$ cat src/rtl/fpb_pkg.sv
package fpb_pkg;
  localparam logic [7:0] OFS_CMD  = 8'h00;
  localparam logic [7:0] OFS_AD0  = 8'h10;
  localparam logic [7:0] OFS_AD1  = 8'h14;
  localparam logic [7:0] OFS_AD2  = 8'h18;
  localparam logic [7:0] OFS_MODE = 8'h20;
  localparam logic [7:0] OFS_CFG  = 8'h24;
  localparam logic [7:0] OFS_DATA = 8'h28;
  localparam logic [7:0] OFS_AD3  = 8'h2C;

  localparam int CMD_PROG_BIT = 4;
  localparam int MODE_4B_BIT  = 4;
  localparam logic [7:0] PP_OPCODE = 8'h02;

  typedef enum logic [2:0] {
    ST_IDLE, ST_PREP, ST_FETCH, ST_SHIFT, ST_TAIL, ST_END
  } eng_state_t;
endpackage

$ cat src/rtl/fpb_ram.sv
module fpb_ram #(
  parameter int DEPTH = 32,
  parameter int DW    = 32,
  localparam int IW   = $clog2(DEPTH)
) (
  input  logic          clk,
  input  logic          we,
  input  logic [IW-1:0] waddr,
  input  logic [DW-1:0] wdata,
  input  logic          re,
  input  logic [IW-1:0] raddr,
  output logic [DW-1:0] rdata
);
  logic [DW-1:0] mem [DEPTH];

  always_ff @(posedge clk) begin
    if (we) mem[waddr] <= wdata;
    if (re) rdata <= mem[raddr];
  end
endmodule

$ cat src/rtl/fpb_regs.sv
module fpb_regs
  import fpb_pkg::*;
#(
  parameter int DEPTH = 32,
  localparam int IW   = $clog2(DEPTH),
  localparam int PW   = IW + 1
) (
  input  logic          clk,
  input  logic          rst,
  input  logic [7:0]    reg_addr,
  input  logic          reg_wen,
  input  logic [31:0]   reg_wdata,
  output logic [31:0]   reg_rdata,
  input  logic          eng_busy,
  input  logic          eng_done,
  output logic          start_o,
  output logic [31:0]   addr_o,
  output logic          four_b_o,
  output logic          ram_we,
  output logic [IW-1:0] ram_waddr,
  output logic [31:0]   ram_wdata
);
  logic          start_q;
  logic          cfg_req, cfg_eff;
  logic          four_b_q;
  logic [31:0]   addr_q;
  logic [PW-1:0] ptr;
  logic          busy_all;
  logic          accept;

  assign busy_all  = start_q | eng_busy;
  assign accept    = reg_wen && (reg_addr == OFS_DATA) && cfg_eff && !busy_all
                     && (ptr < PW'(DEPTH));
  assign ram_we    = accept;
  assign ram_waddr = ptr[IW-1:0];
  assign ram_wdata = reg_wdata;
  assign start_o   = start_q;
  assign addr_o    = addr_q;
  assign four_b_o  = four_b_q;

  always_ff @(posedge clk) begin
    if (rst) begin
      start_q  <= 1'b0;
      cfg_req  <= 1'b0;
      cfg_eff  <= 1'b0;
      four_b_q <= 1'b0;
      addr_q   <= '0;
      ptr      <= '0;
    end else begin
      start_q <= reg_wen && (reg_addr == OFS_CMD) && reg_wdata[CMD_PROG_BIT]
                 && cfg_eff && !busy_all;
      if (reg_wen) begin
        unique case (reg_addr)
          OFS_AD0:  addr_q[7:0]   <= reg_wdata[7:0];
          OFS_AD1:  addr_q[15:8]  <= reg_wdata[7:0];
          OFS_AD2:  addr_q[23:16] <= reg_wdata[7:0];
          OFS_AD3:  addr_q[31:24] <= reg_wdata[7:0];
          OFS_MODE: four_b_q      <= reg_wdata[MODE_4B_BIT];
          OFS_CFG:  cfg_req       <= reg_wdata[0];
          default: ;
        endcase
      end
      if (!busy_all) cfg_eff <= cfg_req;
      if (eng_done || !cfg_eff) ptr <= '0;
      else if (accept) ptr <= ptr + 1'b1;
    end
  end

  always_ff @(posedge clk) begin
    if (rst) reg_rdata <= '0;
    else begin
      unique case (reg_addr)
        OFS_CMD:  reg_rdata <= 32'(busy_all) << CMD_PROG_BIT;
        OFS_AD0:  reg_rdata <= {24'h0, addr_q[7:0]};
        OFS_AD1:  reg_rdata <= {24'h0, addr_q[15:8]};
        OFS_AD2:  reg_rdata <= {24'h0, addr_q[23:16]};
        OFS_AD3:  reg_rdata <= {24'h0, addr_q[31:24]};
        OFS_MODE: reg_rdata <= 32'(four_b_q) << MODE_4B_BIT;
        OFS_CFG:  reg_rdata <= {31'h0, cfg_eff};
        default:  reg_rdata <= '0;
      endcase
    end
  end

  // the fill position never runs past the page
  p_ptr_bound_r4: assert property (@(posedge clk) disable iff (rst)
    ptr <= PW'(DEPTH));
  // a finished burst rewinds the fill position
  p_ptr_rewind_r10: assert property (@(posedge clk) disable iff (rst)
    eng_done |=> (ptr == '0));
  // the mode in force does not change while a burst is pending or running
  p_cfg_hold_r2: assert property (@(posedge clk) disable iff (rst)
    busy_all |=> $stable(cfg_eff));
  // in read-prefetch mode the buffer is never written
  p_no_store_read_r3: assert property (@(posedge clk) disable iff (rst)
    !cfg_eff |-> !ram_we);
endmodule

$ cat src/rtl/fpb_engine.sv
module fpb_engine
  import fpb_pkg::*;
#(
  parameter int BUF_BYTES = 128,
  localparam int DEPTH    = BUF_BYTES / 4,
  localparam int IW       = $clog2(DEPTH),
  localparam int CW       = $clog2(BUF_BYTES + 8) + 1
) (
  input  logic          clk,
  input  logic          rst,
  input  logic          start,
  input  logic [31:0]   addr,
  input  logic          four_b,
  output logic          rd_en,
  output logic [IW-1:0] rd_addr,
  input  logic [31:0]   rd_data,
  output logic          busy,
  output logic          done,
  output logic          sclk,
  output logic          cs_n,
  output logic          mosi
);
  eng_state_t    state;
  logic [CW-1:0] byte_idx;
  logic [2:0]    bit_cnt;
  logic          phase;
  logic [7:0]    sh;
  logic [31:0]   addr_q;
  logic          four_q;
  logic          sclk_q, cs_q, mosi_q, done_q;

  logic [CW-1:0] hdr_len, total, data_idx;
  logic [1:0]    sel;
  logic [7:0]    hdr_byte;
  logic [1:0]    lane;

  assign hdr_len  = four_q ? CW'(5) : CW'(4);
  assign total    = hdr_len + CW'(BUF_BYTES);
  assign data_idx = byte_idx - hdr_len;
  assign lane     = data_idx[1:0];
  assign sel      = 2'(hdr_len - CW'(1) - byte_idx);
  assign hdr_byte = (byte_idx == '0) ? PP_OPCODE : addr_q[{sel, 3'b000} +: 8];
  assign rd_en    = (state == ST_PREP) && (byte_idx >= hdr_len);
  assign rd_addr  = data_idx[IW+1:2];

  always_ff @(posedge clk) begin
    if (rst) begin
      state    <= ST_IDLE;
      byte_idx <= '0;
      bit_cnt  <= '0;
      phase    <= 1'b0;
      sh       <= '0;
      addr_q   <= '0;
      four_q   <= 1'b0;
      sclk_q   <= 1'b0;
      cs_q     <= 1'b1;
      mosi_q   <= 1'b0;
      done_q   <= 1'b0;
    end else begin
      done_q <= 1'b0;
      unique case (state)
        ST_IDLE: begin
          sclk_q <= 1'b0;
          if (start) begin
            addr_q   <= addr;
            four_q   <= four_b;
            byte_idx <= '0;
            cs_q     <= 1'b0;
            state    <= ST_PREP;
          end
        end
        ST_PREP: begin
          sclk_q  <= 1'b0;
          phase   <= 1'b0;
          bit_cnt <= '0;
          if (byte_idx < hdr_len) begin
            sh    <= hdr_byte;
            state <= ST_SHIFT;
          end else begin
            state <= ST_FETCH;
          end
        end
        ST_FETCH: begin
          sh    <= rd_data[{lane, 3'b000} +: 8];
          state <= ST_SHIFT;
        end
        ST_SHIFT: begin
          if (!phase) begin
            mosi_q <= sh[7];
            sclk_q <= 1'b0;
            phase  <= 1'b1;
          end else begin
            sclk_q  <= 1'b1;
            sh      <= {sh[6:0], 1'b0};
            phase   <= 1'b0;
            bit_cnt <= bit_cnt + 3'd1;
            if (bit_cnt == 3'd7) begin
              byte_idx <= byte_idx + CW'(1);
              state    <= (byte_idx == total - CW'(1)) ? ST_TAIL : ST_PREP;
            end
          end
        end
        ST_TAIL: begin
          sclk_q <= 1'b0;
          state  <= ST_END;
        end
        ST_END: begin
          cs_q   <= 1'b1;
          done_q <= 1'b1;
          state  <= ST_IDLE;
        end
        default: state <= ST_IDLE;
      endcase
    end
  end

  assign busy = (state != ST_IDLE) || done_q;
  assign done = done_q;
  assign sclk = sclk_q;
  assign cs_n = cs_q;
  assign mosi = mosi_q;

  // no clock edges with the flash deselected
  p_sclk_idle_r11: assert property (@(posedge clk) disable iff (rst)
    cs_q |-> !sclk_q);
  // chip select stays low for every shifted bit
  p_cs_low_shift_r7: assert property (@(posedge clk) disable iff (rst)
    (state == ST_SHIFT) |-> !cs_q);
  // the data line only changes while the clock is low
  p_mosi_stable_r7: assert property (@(posedge clk) disable iff (rst)
    sclk_q |-> $stable(mosi_q));
  // the completion pulse coincides with release of chip select
  p_done_release_r8: assert property (@(posedge clk) disable iff (rst)
    $rose(done_q) |-> $rose(cs_q));
endmodule

$ cat src/rtl/flash_page_buffer.sv
module flash_page_buffer
  import fpb_pkg::*;
#(
  parameter int BUF_BYTES = 128,
  localparam int DEPTH    = BUF_BYTES / 4,
  localparam int IW       = $clog2(DEPTH)
) (
  input  logic        clk,
  input  logic        rst,
  input  logic [7:0]  reg_addr,
  input  logic        reg_wen,
  input  logic [31:0] reg_wdata,
  output logic [31:0] reg_rdata,
  output logic        spi_sclk,
  output logic        spi_cs_n,
  output logic        spi_mosi
);
  logic          eng_busy, eng_done, start;
  logic [31:0]   addr;
  logic          four_b;
  logic          ram_we, ram_re;
  logic [IW-1:0] ram_waddr, ram_raddr;
  logic [31:0]   ram_wdata, ram_rdata;

  fpb_regs #(.DEPTH(DEPTH)) u_regs (
    .clk(clk), .rst(rst),
    .reg_addr(reg_addr), .reg_wen(reg_wen), .reg_wdata(reg_wdata),
    .reg_rdata(reg_rdata),
    .eng_busy(eng_busy), .eng_done(eng_done),
    .start_o(start), .addr_o(addr), .four_b_o(four_b),
    .ram_we(ram_we), .ram_waddr(ram_waddr), .ram_wdata(ram_wdata)
  );

  fpb_ram #(.DEPTH(DEPTH), .DW(32)) u_ram (
    .clk(clk),
    .we(ram_we), .waddr(ram_waddr), .wdata(ram_wdata),
    .re(ram_re), .raddr(ram_raddr), .rdata(ram_rdata)
  );

  fpb_engine #(.BUF_BYTES(BUF_BYTES)) u_engine (
    .clk(clk), .rst(rst),
    .start(start), .addr(addr), .four_b(four_b),
    .rd_en(ram_re), .rd_addr(ram_raddr), .rd_data(ram_rdata),
    .busy(eng_busy), .done(eng_done),
    .sclk(spi_sclk), .cs_n(spi_cs_n), .mosi(spi_mosi)
  );
endmodule

$ cat config.mk
export PLATFORM = sky130hd
export DESIGN_NAME = flash_page_buffer
export DESIGN_NICKNAME = d
export VERILOG_FILES = /design/src/rtl/fpb_pkg.sv /design/src/rtl/fpb_ram.sv /design/src/rtl/fpb_regs.sv /design/src/rtl/fpb_engine.sv /design/src/rtl/flash_page_buffer.sv
export SDC_FILE = /design/constraint.sdc
export NUM_CORES = 1
export LEC_CHECK = 0
export BUFFER_PORTS_ARGS = -buffer_cell sky130_fd_sc_hd__buf_2
export CAP_MARGIN = 20
export CORE_AREA = 2 2 397 399
export CTS_BUF_LIST = sky130_fd_sc_hd__clkbuf_8
export DETAILED_ROUTE_END_ITERATION = 16
export DIE_AREA = 0 0 399 401
export PLACE_DENSITY_LB_ADDON = 0.25
export SYNTH_ARGS = -nofsm -noshare
export SYNTH_HDL_FRONTEND = slang
export SYNTH_SLANG_ARGS = --single-unit
$ cat constraint.sdc
create_clock -name clk -period 14 [get_ports clk]
set_clock_uncertainty 0.1 [all_clocks]
set_input_delay 2.8 -clock clk [delete_from_list [all_inputs] [get_ports clk]]
set_output_delay 2.8 -clock clk [all_outputs]
set_load 0.03 [all_outputs]
== Word level (Yosys, flattened, before mapping) ==
Memories as Yosys holds them, arrays and structs flattened. A register that Yosys moved wholly into a read port is not among the register bits.
Index checks and enable logic that the tools add are counted.
Storage, ports and cells
  input port bits: 43
  memories kept: 1
  logic and storage cells: 119
  RAM bits: 1024
  flip-flop bits (word level): 135
Memories
  u_ram.mem: words 32, bits a word 32, rd ports 1, clocked after Yosys merged registers in 1, wr ports 1, line fpb_ram.sv:14  | logic [DW-1:0] mem [DEPTH];
Cells by class
  shift-type cells: 2
  magnitude comparators: 3
  muxes and demuxes: 27
  equal/unequal tests: 18
  bitwise operators: 2
  reductions and logical operators: 37
  add/sub/neg operators: 8
Operators with widths (number)
  $shiftx 32x6->8: 2
  $pmux 8 s7: 1
  $eq 8x6->1 const B: 4
  $mux 9: 3
  $eq 8x5->1 const B: 3
  $mux 8: 3
  $pmux 8 s3: 1
  $reduce_and 2->1: 10
  $pmux 9 s2: 1
  $mux 3: 5
  $pmux 3 s5: 1
  $add 9x1->9 const B: 1
  $add 9x8->9 const B: 1
  $eq 3x3->1 const B: 3
  $eq 9x9->1: 1
  $ge 9x3->1: 1
  $logic_and 1x1->1: 9
  $logic_not 9->1: 1
  $lt 9x3->1: 1
  $sub 9x1->9 const B: 1
  $logic_not 8->1: 1
  $mux 1: 8
  $reduce_bool 2->1: 4
  $sub 7x3->7: 1
  other kinds (21): 30

== Logic depth before layout (Yosys ltp) ==
Gate-level depths: netlist of run 1.
  depth after elaboration: 8
  gate-level depth with buffers: 12
  mapped depth without buffers: 9

== Hierarchy ==
A second synthesis of run 1 with hierarchy kept.
Unflattened totals
  cell total of the unflattened synthesis: 2922
  area, all modules: 46731.1 um^2
By module, submodules not included
  fpb_ram: area an instance 40812.9 um^2, cells each 2260, times used 1
  fpb_engine: area an instance 3178.0 um^2, cells each 359, times used 1
  fpb_regs: area an instance 2740.1 um^2, cells each 303, times used 1

== Worst setup path after synthesis of run 1 ==
Ideal clock, no wire load.
  kind: input-to-reg
  start point: input reg_addr[1]
  end point: memory u_ram.mem[28][0], enable pin
  setup slack: 7.654 ns
  setup time: 0.421 ns
  buffers on the path: 0
  arrival: 5.825 ns
  cell stages on the path: 5
  cells stage by stage: or4b_1 > or3b_4 > nor4_4 > nand2_1 > nor2_1
On the way
  cells in the longest elaborated chain, start to end: 7
Ends and longest elaborated chain
  start: declaration: line flash_page_buffer.sv:10  | input logic [7:0] reg_addr,
  $eq 8x6->1: line fpb_regs.sv:32  | assign accept = reg_wen && (reg_addr == OFS_DATA) && cfg_eff && !busy_all
  $logic_and 1x1->1 (3 in series): line fpb_regs.sv:32
  $logic_and 1x1->1: line fpb_regs.sv:33  | && (ptr < PW'(DEPTH));
  $mux 1: line fpb_ram.sv:17  | if (we) mem[waddr] <= wdata;
  $mux 1 (not written as such): line fpb_ram.sv:17
  end: declaration: line fpb_ram.sv:14
No other way between the ends.

== Worst setup path after layout of run 1 ==
  start point: input reg_addr[1]
  end point: memory u_ram.mem[0][4], enable pin
The elaborated chain is that of the path after synthesis.

==> results of run 1 <==
sequential cells by signal (all words and copies together), names as in the netlist:
signal / count
u_engine.addr_q: 32
u_engine.bit_cnt: 3
u_engine.byte_idx: 9
u_engine.cs_n: 1
u_engine.done: 1
u_engine.four_q: 1
u_engine.mosi: 1
u_engine.phase: 1
u_engine.sclk: 1
u_engine.sh: 8
u_engine.state: 3
u_ram.mem: 1024
u_ram.rdata: 32
u_regs.addr_o: 32
u_regs.cfg_eff: 1
u_regs.cfg_req: 1
u_regs.four_b_o: 1
u_regs.ptr: 6
u_regs.reg_rdata: 8
u_regs.start_o: 1
Yosys cell counts, drive strengths merged (3+ instances only):
cell type  number  area share
a2111oi         8      0.0019
a211oi         48      0.0081
a21oi         113       0.013
a221oi         20      0.0038
a222oi          8      0.0017
a22o            8      0.0015
a22oi          66       0.011
a311oi         14      0.0026
a31oi           3     0.00040
a32oi          19      0.0036
a41oi          25      0.0047
and2           16      0.0022
and3           29      0.0039
buf            96       0.013
clkbuf        120      0.0097
dfxtp         111       0.048
edfxtp       1056        0.68
ha             11      0.0030
inv            10     0.00081
mux2i          35      0.0076
mux4          189       0.092
nand2         189       0.015
nand2b         22      0.0030
nand3         181       0.020
nand3b          3     0.00049
nand4          21      0.0028
nor2           89      0.0074
nor2b           6     0.00081
nor3           18      0.0025
nor4            7      0.0013
o211ai         21      0.0034
o21ai         125       0.013
o22ai          20      0.0027
o311ai         13      0.0025
or2             5     0.00067
or3b            5      0.0010
xnor2          13      0.0026
xor2            7      0.0015
stage by stage:
step	hold WS [ns]	util	setup WS, ns
5_1_grt	0.360	0.338	8.25
6_report	0.345	0.338	8.35
4_1_cts	0.338	0.337	8.29
3_5_place_dp	0.346	0.316	7.33
3_3_place_gp	0.340	0.315	7.35
2_1_floorplan	0.331	-	7.65
worst register-to-register path: stages (launching register included):
cell,delay (ns)
dfxtp_2,0.31
buf_4,0.57
inv_1,0.10
buf_4,0.26
o31ai_1,0.62
or2_4,0.42
buf_4,0.64
buf_4,0.79
mux4_2,0.51
a22oi_1,0.58
o311ai_1,0.22
path summary, 6_finish.rpt:
kind	to	slack [ns]	depth (start not counted)
max	u_ram.mem[0][4]$_DFFE_PP_	8.35	7
min	u_regs.cfg_eff$_SDFFE_PP0P_	0.35	2
max reg2reg	u_ram.rdata[10]$_DFFE_PP_	8.58	10
min reg2reg	u_regs.cfg_eff$_SDFFE_PP0P_	0.35	2
power by group through the flow:
stage	Sequential, mW	Clock (mW)	Combinational, mW
floorplan	3.88	0	0.0516
global placement	3.88	0	0.124
detailed placement	3.88	0	0.125
CTS	3.80	2.72	0.125
global route	3.80	2.87	0.135
finish	3.80	2.64	0.124
area by class of cell:
cell class,instances,area (sq um),share of cell area
sequential,1167,33900,0.644
timing repair buffer,133,1090,0.0208
tap,2058,2570,0.0489
antenna,5,12.5,0.000237
inverter,11,41.3,0.000784
multi-input combinational,1401,11800,0.224
clock buffer,189,2600,0.0494
clock inverter,134,647,0.0123
routing by layer:
metal / vias up / global-route usage / wire length (um)
met2: 908 / 0.245 / 60200
met1: 14000 / 0.246 / 62600
met4: 0 / 0.0407 / 2230
li1: 11400 / - / -
met5: - / 0 / 0
met3: 152 / 0.0291 / 8110
logic make-up after synthesis:
logic type / count (synthesis) / synth area share
xor+xnor: 20 / 0.00410
flops: 1167 / 0.732
buf+inv: 227 / 0.0235
mux: 224 / 0.0993
compound gates: 519 / 0.0750
other cells: 1 / 0.0000809
simple gates: 603 / 0.0632
fa+ha+maj: 11 / 0.00297
==> qor.txt, run 1 <==
First-pass GRT wire length: 191000 um
Clock-pin slew on the worst setup and hold paths: 0.06 ns
Int Power: 5.11 mW
Crit path max-delay cell type: nor2_4
DRT Wirelength: 133000 um
Pwr Density: 125 nW/um^2
Num Clock Sinks: 1167
Setup_tns: 0 ns
Comb power frac: 0.019
Vias: 26400
Max-Cap Viols: 0
1st-iter DRT viols: 3125
Post-synth EDFFs: 1056
Crit Path Class: input pin to flip-flop
I/O Buffers: 53
DRT antenna net count: 0
Hold Fails Final Rpt: 0
CTS root buffer: clkbuf_8
Slew Limit Fails: 0
Area of the die: 160000 sq um
Min-delay src: u_regs.cfg_req$_SDFFE_PP0P_
Syn Area/Cell: 16.7 sq um
Antenna violations before repair: 6
Routed wire per std cell: 26.1 um
Tot Pwr: 6.57 mW
CTS tree: yes
Filler cells: 15000
Cell family with most CP delay: simple AND/OR/NAND/NOR gates
Synth unique cells: 72
Static Leak: 16.4 nW
Worst vdd ir: 0.0850 mV
Synthesized cell area: 46400 sq um
Chip height: 401 um
RSZ-0062 raised after global routing: no
Max H-tree Level: 4
Switching Share: 0.223
Min-delay worst type: flip-flop to flip-flop
Num CTS Buffers: 184
Worst Path Max Fanout: 32
Vias per cell: 5.19
Critical Path RT: 14.38 ns
Seq pwr share: 0.579
Ys Warns: 0
Area grow syn2layout: 13.6%
Die Width: 399 um
Vias in the first global route: 25800
DP Cell Count: 4764
Min Tclk post-route: 5.65 ns
Commonest non-fill, non-tap cell in the layout: edfxtp_1
Gr usage total: 0.164
Rel. slew slack: 0.201
IO Pins: 78
Aggregate global routing overflow: 0
Critical Path Start Type: input pin
Placed Area: 49300 sq um
Max stage delay on crit path: 1.03 ns
Clock Latency Late Sink: 0.90 ns
Resized Gates After CTS: 0
Synth Flop Type: edfxtp_1
Initial Utilization: 0.298
Commonest cells after routing, fill and taps aside: 1056 x edfxtp_1, 189 x mux4_2, 189 x clkbuf_8
Final net count: 2952
Async SR Flop Fraction: 0
Power share of the clock group: 0.402
Final cell count without fillers: 5098
Largest net degree at the start of global routing: 103
Final Cycle Share: 0.404
Register bit total from synthesis: 1167
First element of the critical path: reg_addr[1]
Post-DP HPWL: 80500 um
Share of layout cells above drive strength 1: 0.200
Max Root-Sink Buffers: 3
Final setup viols: 0
CP cell instances: buf_2 > or4b_1 > or3b_4 > nor4_4 > buf_4 > nand2_1 > nor2_4
DRT Pass-1 Iters: 8
Fmax: 0.177 GHz
Net load switching power: 1.47 mW
Core ar.: 156000 sq um
Slew @ Worst Pin: 1.20 ns
Post-CTS setup buffers: 0
Status: complete, no violations
Row cnt: 145
Crit end category: flip-flop
Drc violations: 0
Hold-fix buffers, CTS: 0
Worst path bufs/invs: 2
Sequential fraction of the synthesis area: 0.732
Worst r2r src: u_engine.byte_idx[2]$_SDFFE_PP0P_
Final Instance Area: 52700 sq um
Crit path DAT: 6.04 ns
Post-Synthesis Cells: 2772
GP Congestion: 0.790
Power figures use the tool's default switching activity.
==> run 2, diff against run 1 <==
==> constraint.sdc (replaced) <==
create_clock -name clk -period 4.91 [get_ports clk]
set_clock_uncertainty 0.1 [all_clocks]
set_input_delay 0.982 -clock clk [delete_from_list [all_inputs] [get_ports clk]]
set_output_delay 0.982 -clock clk [all_outputs]
set_load 0.03 [all_outputs]
==> run 2 against run 1 <==
Cell area increased by 1.6%. Non-clock buffer count increased by 47. Global-route usage increased by 0.11 points. Sequential cell count unchanged. Total power increased to 2.9 times the previous value. Clock power increased to 3.0 times the previous value. Critical path depth increased by 3. Register-to-register slack got worse by 7.7 ns. Largest power group unchanged.
==> qor.txt, run 2 (same netlist as run 1, synthesis figures left out) <==
Register Area: 33900 sq um
Pwr Density: 358 nW/um^2
Final net count: 3008
Critical Path Start Type: flip-flop
Critical Path RT: 5.54 ns
Largest register FFs: 1024
Commonest cells after routing, fill and taps aside: 1056 x edfxtp_1, 204 x clkbuf_8, 189 x mux4_2
Gr usage total: 0.165
Rel. slew slack: 0.298
Final Util: 0.344
Tot Pwr: 19.1 mW
Pre-CTS setup slack: 0.951 ns
Slew Limit Fails: 0
Max stage delay on crit path: 0.79 ns
Min Tclk post-route: 3.99 ns
Setup_tns: 0 ns
CTS tree: yes
Most flops, register: u_ram.mem
DRT antenna net count: 0
Routed wire per std cell: 25.9 um
Aggregate global routing overflow: 0
Slew @ Worst Pin: 1.04 ns
Clock Latency Late Sink: 0.91 ns
1st-iter DRT viols: 2694
Chip height: 401 um
Commonest non-fill, non-tap cell in the layout: edfxtp_1
Worst path bufs/invs: 2
Initial Utilization: 0.298
Final Cycle Share: 0.813
Die Width: 399 um
Vias: 26500
Final setup viols: 0
Largest net degree at the start of global routing: 83
Drc violations: 0
Num CTS Buffers: 193
I/O Buffers: 53
Area grow syn2layout: 15.4%
Most used cell, CP: ha_1
Antenna violations before repair: 5
DRT Wirelength: 134000 um
Crit Path Class: flip-flop to flip-flop
Worst Path Max Fanout: 15
Hold-fix buffers, CTS: 0
GP Congestion: 0.794
Min-delay worst type: flip-flop to flip-flop
Crit path max-delay cell type: nor3_1
Num Clock Sinks: 1167
Post-CTS setup buffers: 0
Filler cells: 14900
Max Root-Sink Buffers: 3
Fin Hold WS: 0.354 ns
Post-DP HPWL: 82400 um
Cell family with most CP delay: simple AND/OR/NAND/NOR gates
Max-Cap Viols: 0
Area of the multi-input gates: 11800 sq um
Fmax: 0.251 GHz
Clock-pin slew on the worst setup and hold paths: 0.06 ns
Crit path DAT: 4.62 ns
IO Pins: 78
Area of the die: 160000 sq um
Vias per cell: 5.13
First-pass GRT wire length: 192000 um
Vias in the first global route: 26300
RSZ-0062 raised after global routing: no
Worst vdd ir: 0.234 mV
DRT Pass-1 Iters: 6
Resized Gates After CTS: 0
Crit end category: flip-flop
Setup slack after layout: 0.919 ns
Row cnt: 145
Max H-tree Level: 4
Hold Fails Final Rpt: 0
Status: complete, no violations
CP cell instances: inv_1 > ha_1 > ha_1 > and2b_1 > o21ai_0 > nand2_1 > buf_4 > nor3_1 > a22oi_1 > o311ai_1
Share of layout cells above drive strength 1: 0.217
Static Leak: 16.8 nW
CTS root buffer: clkbuf_8
Core ar.: 156000 sq um
## run 2: cell count changes in the layout (fill, tap and decap cells not counted), sizes merged
cell,change
buf,+47
clkbuf,+15
clkinv,+14
inv,-6
bufinv,+1
clkinvlp,-1
diode,-1
## run 2: layout make-up
class | count | share of cell area
sequential | 1167 | 0.634
multi-input combinational | 1401 | 0.220
clock buffer | 204 | 0.0525
tap | 2058 | 0.0481
timing repair buffer | 180 | 0.0307
clock inverter | 142 | 0.0136
inverter | 11 | 0.000771
antenna | 4 | 0.000187
## run 2: final timing paths
check / start / slack, ns / cells after the start / to
max reg2reg: u_engine.byte_idx[0]$_SDFFE_PP0P_ / 0.92 / 10 / u_ram.rdata[17]$_DFFE_PP_
min reg2reg: u_engine.addr_q[23]$_SDFFE_PP0P_ / 0.35 / 2 / u_engine.addr_q[23]$_SDFFE_PP0P_
min: u_engine.addr_q[23]$_SDFFE_PP0P_ / 0.35 / 2 / u_engine.addr_q[23]$_SDFFE_PP0P_
max: u_engine.byte_idx[0]$_SDFFE_PP0P_ / 0.92 / 10 / u_ram.rdata[17]$_DFFE_PP_
## run 2: worst register-to-register path: cells and delay by family, from the launching register on
family          cells  cell delay (ns)
compound gates      3             0.82
fa+ha+maj           2             0.55
buf+inv             2             0.49
flops               1             0.35
simple gates        3             1.51
## run 2: metal layers
metal,GRT usage,vias up,routed length (um)
li1,-,11500,-
met1,0.245,13900,62300
met2,0.248,899,60700
met3,0.0317,164,8210
met4,0.0427,4,2370
met5,0,-,30
## run 2: where the power goes
group	internal [mW]	leakage [nW]	switching, mW	total [mW]
combinational	0.0541	4.40	0.288	0.342
sequential	10.8	10.4	0.0130	10.8
clock	4.00	2.05	3.95	7.95
## run 2: stage by stage
step / cells / cell area, sq um
after floorplan: 2795 / 46500
after global placement: 4816 / 50000
after detailed placement: 4816 / 50000
after CTS: 5162 / 53500
after global routing: 5166 / 53500
final: 5167 / 53500
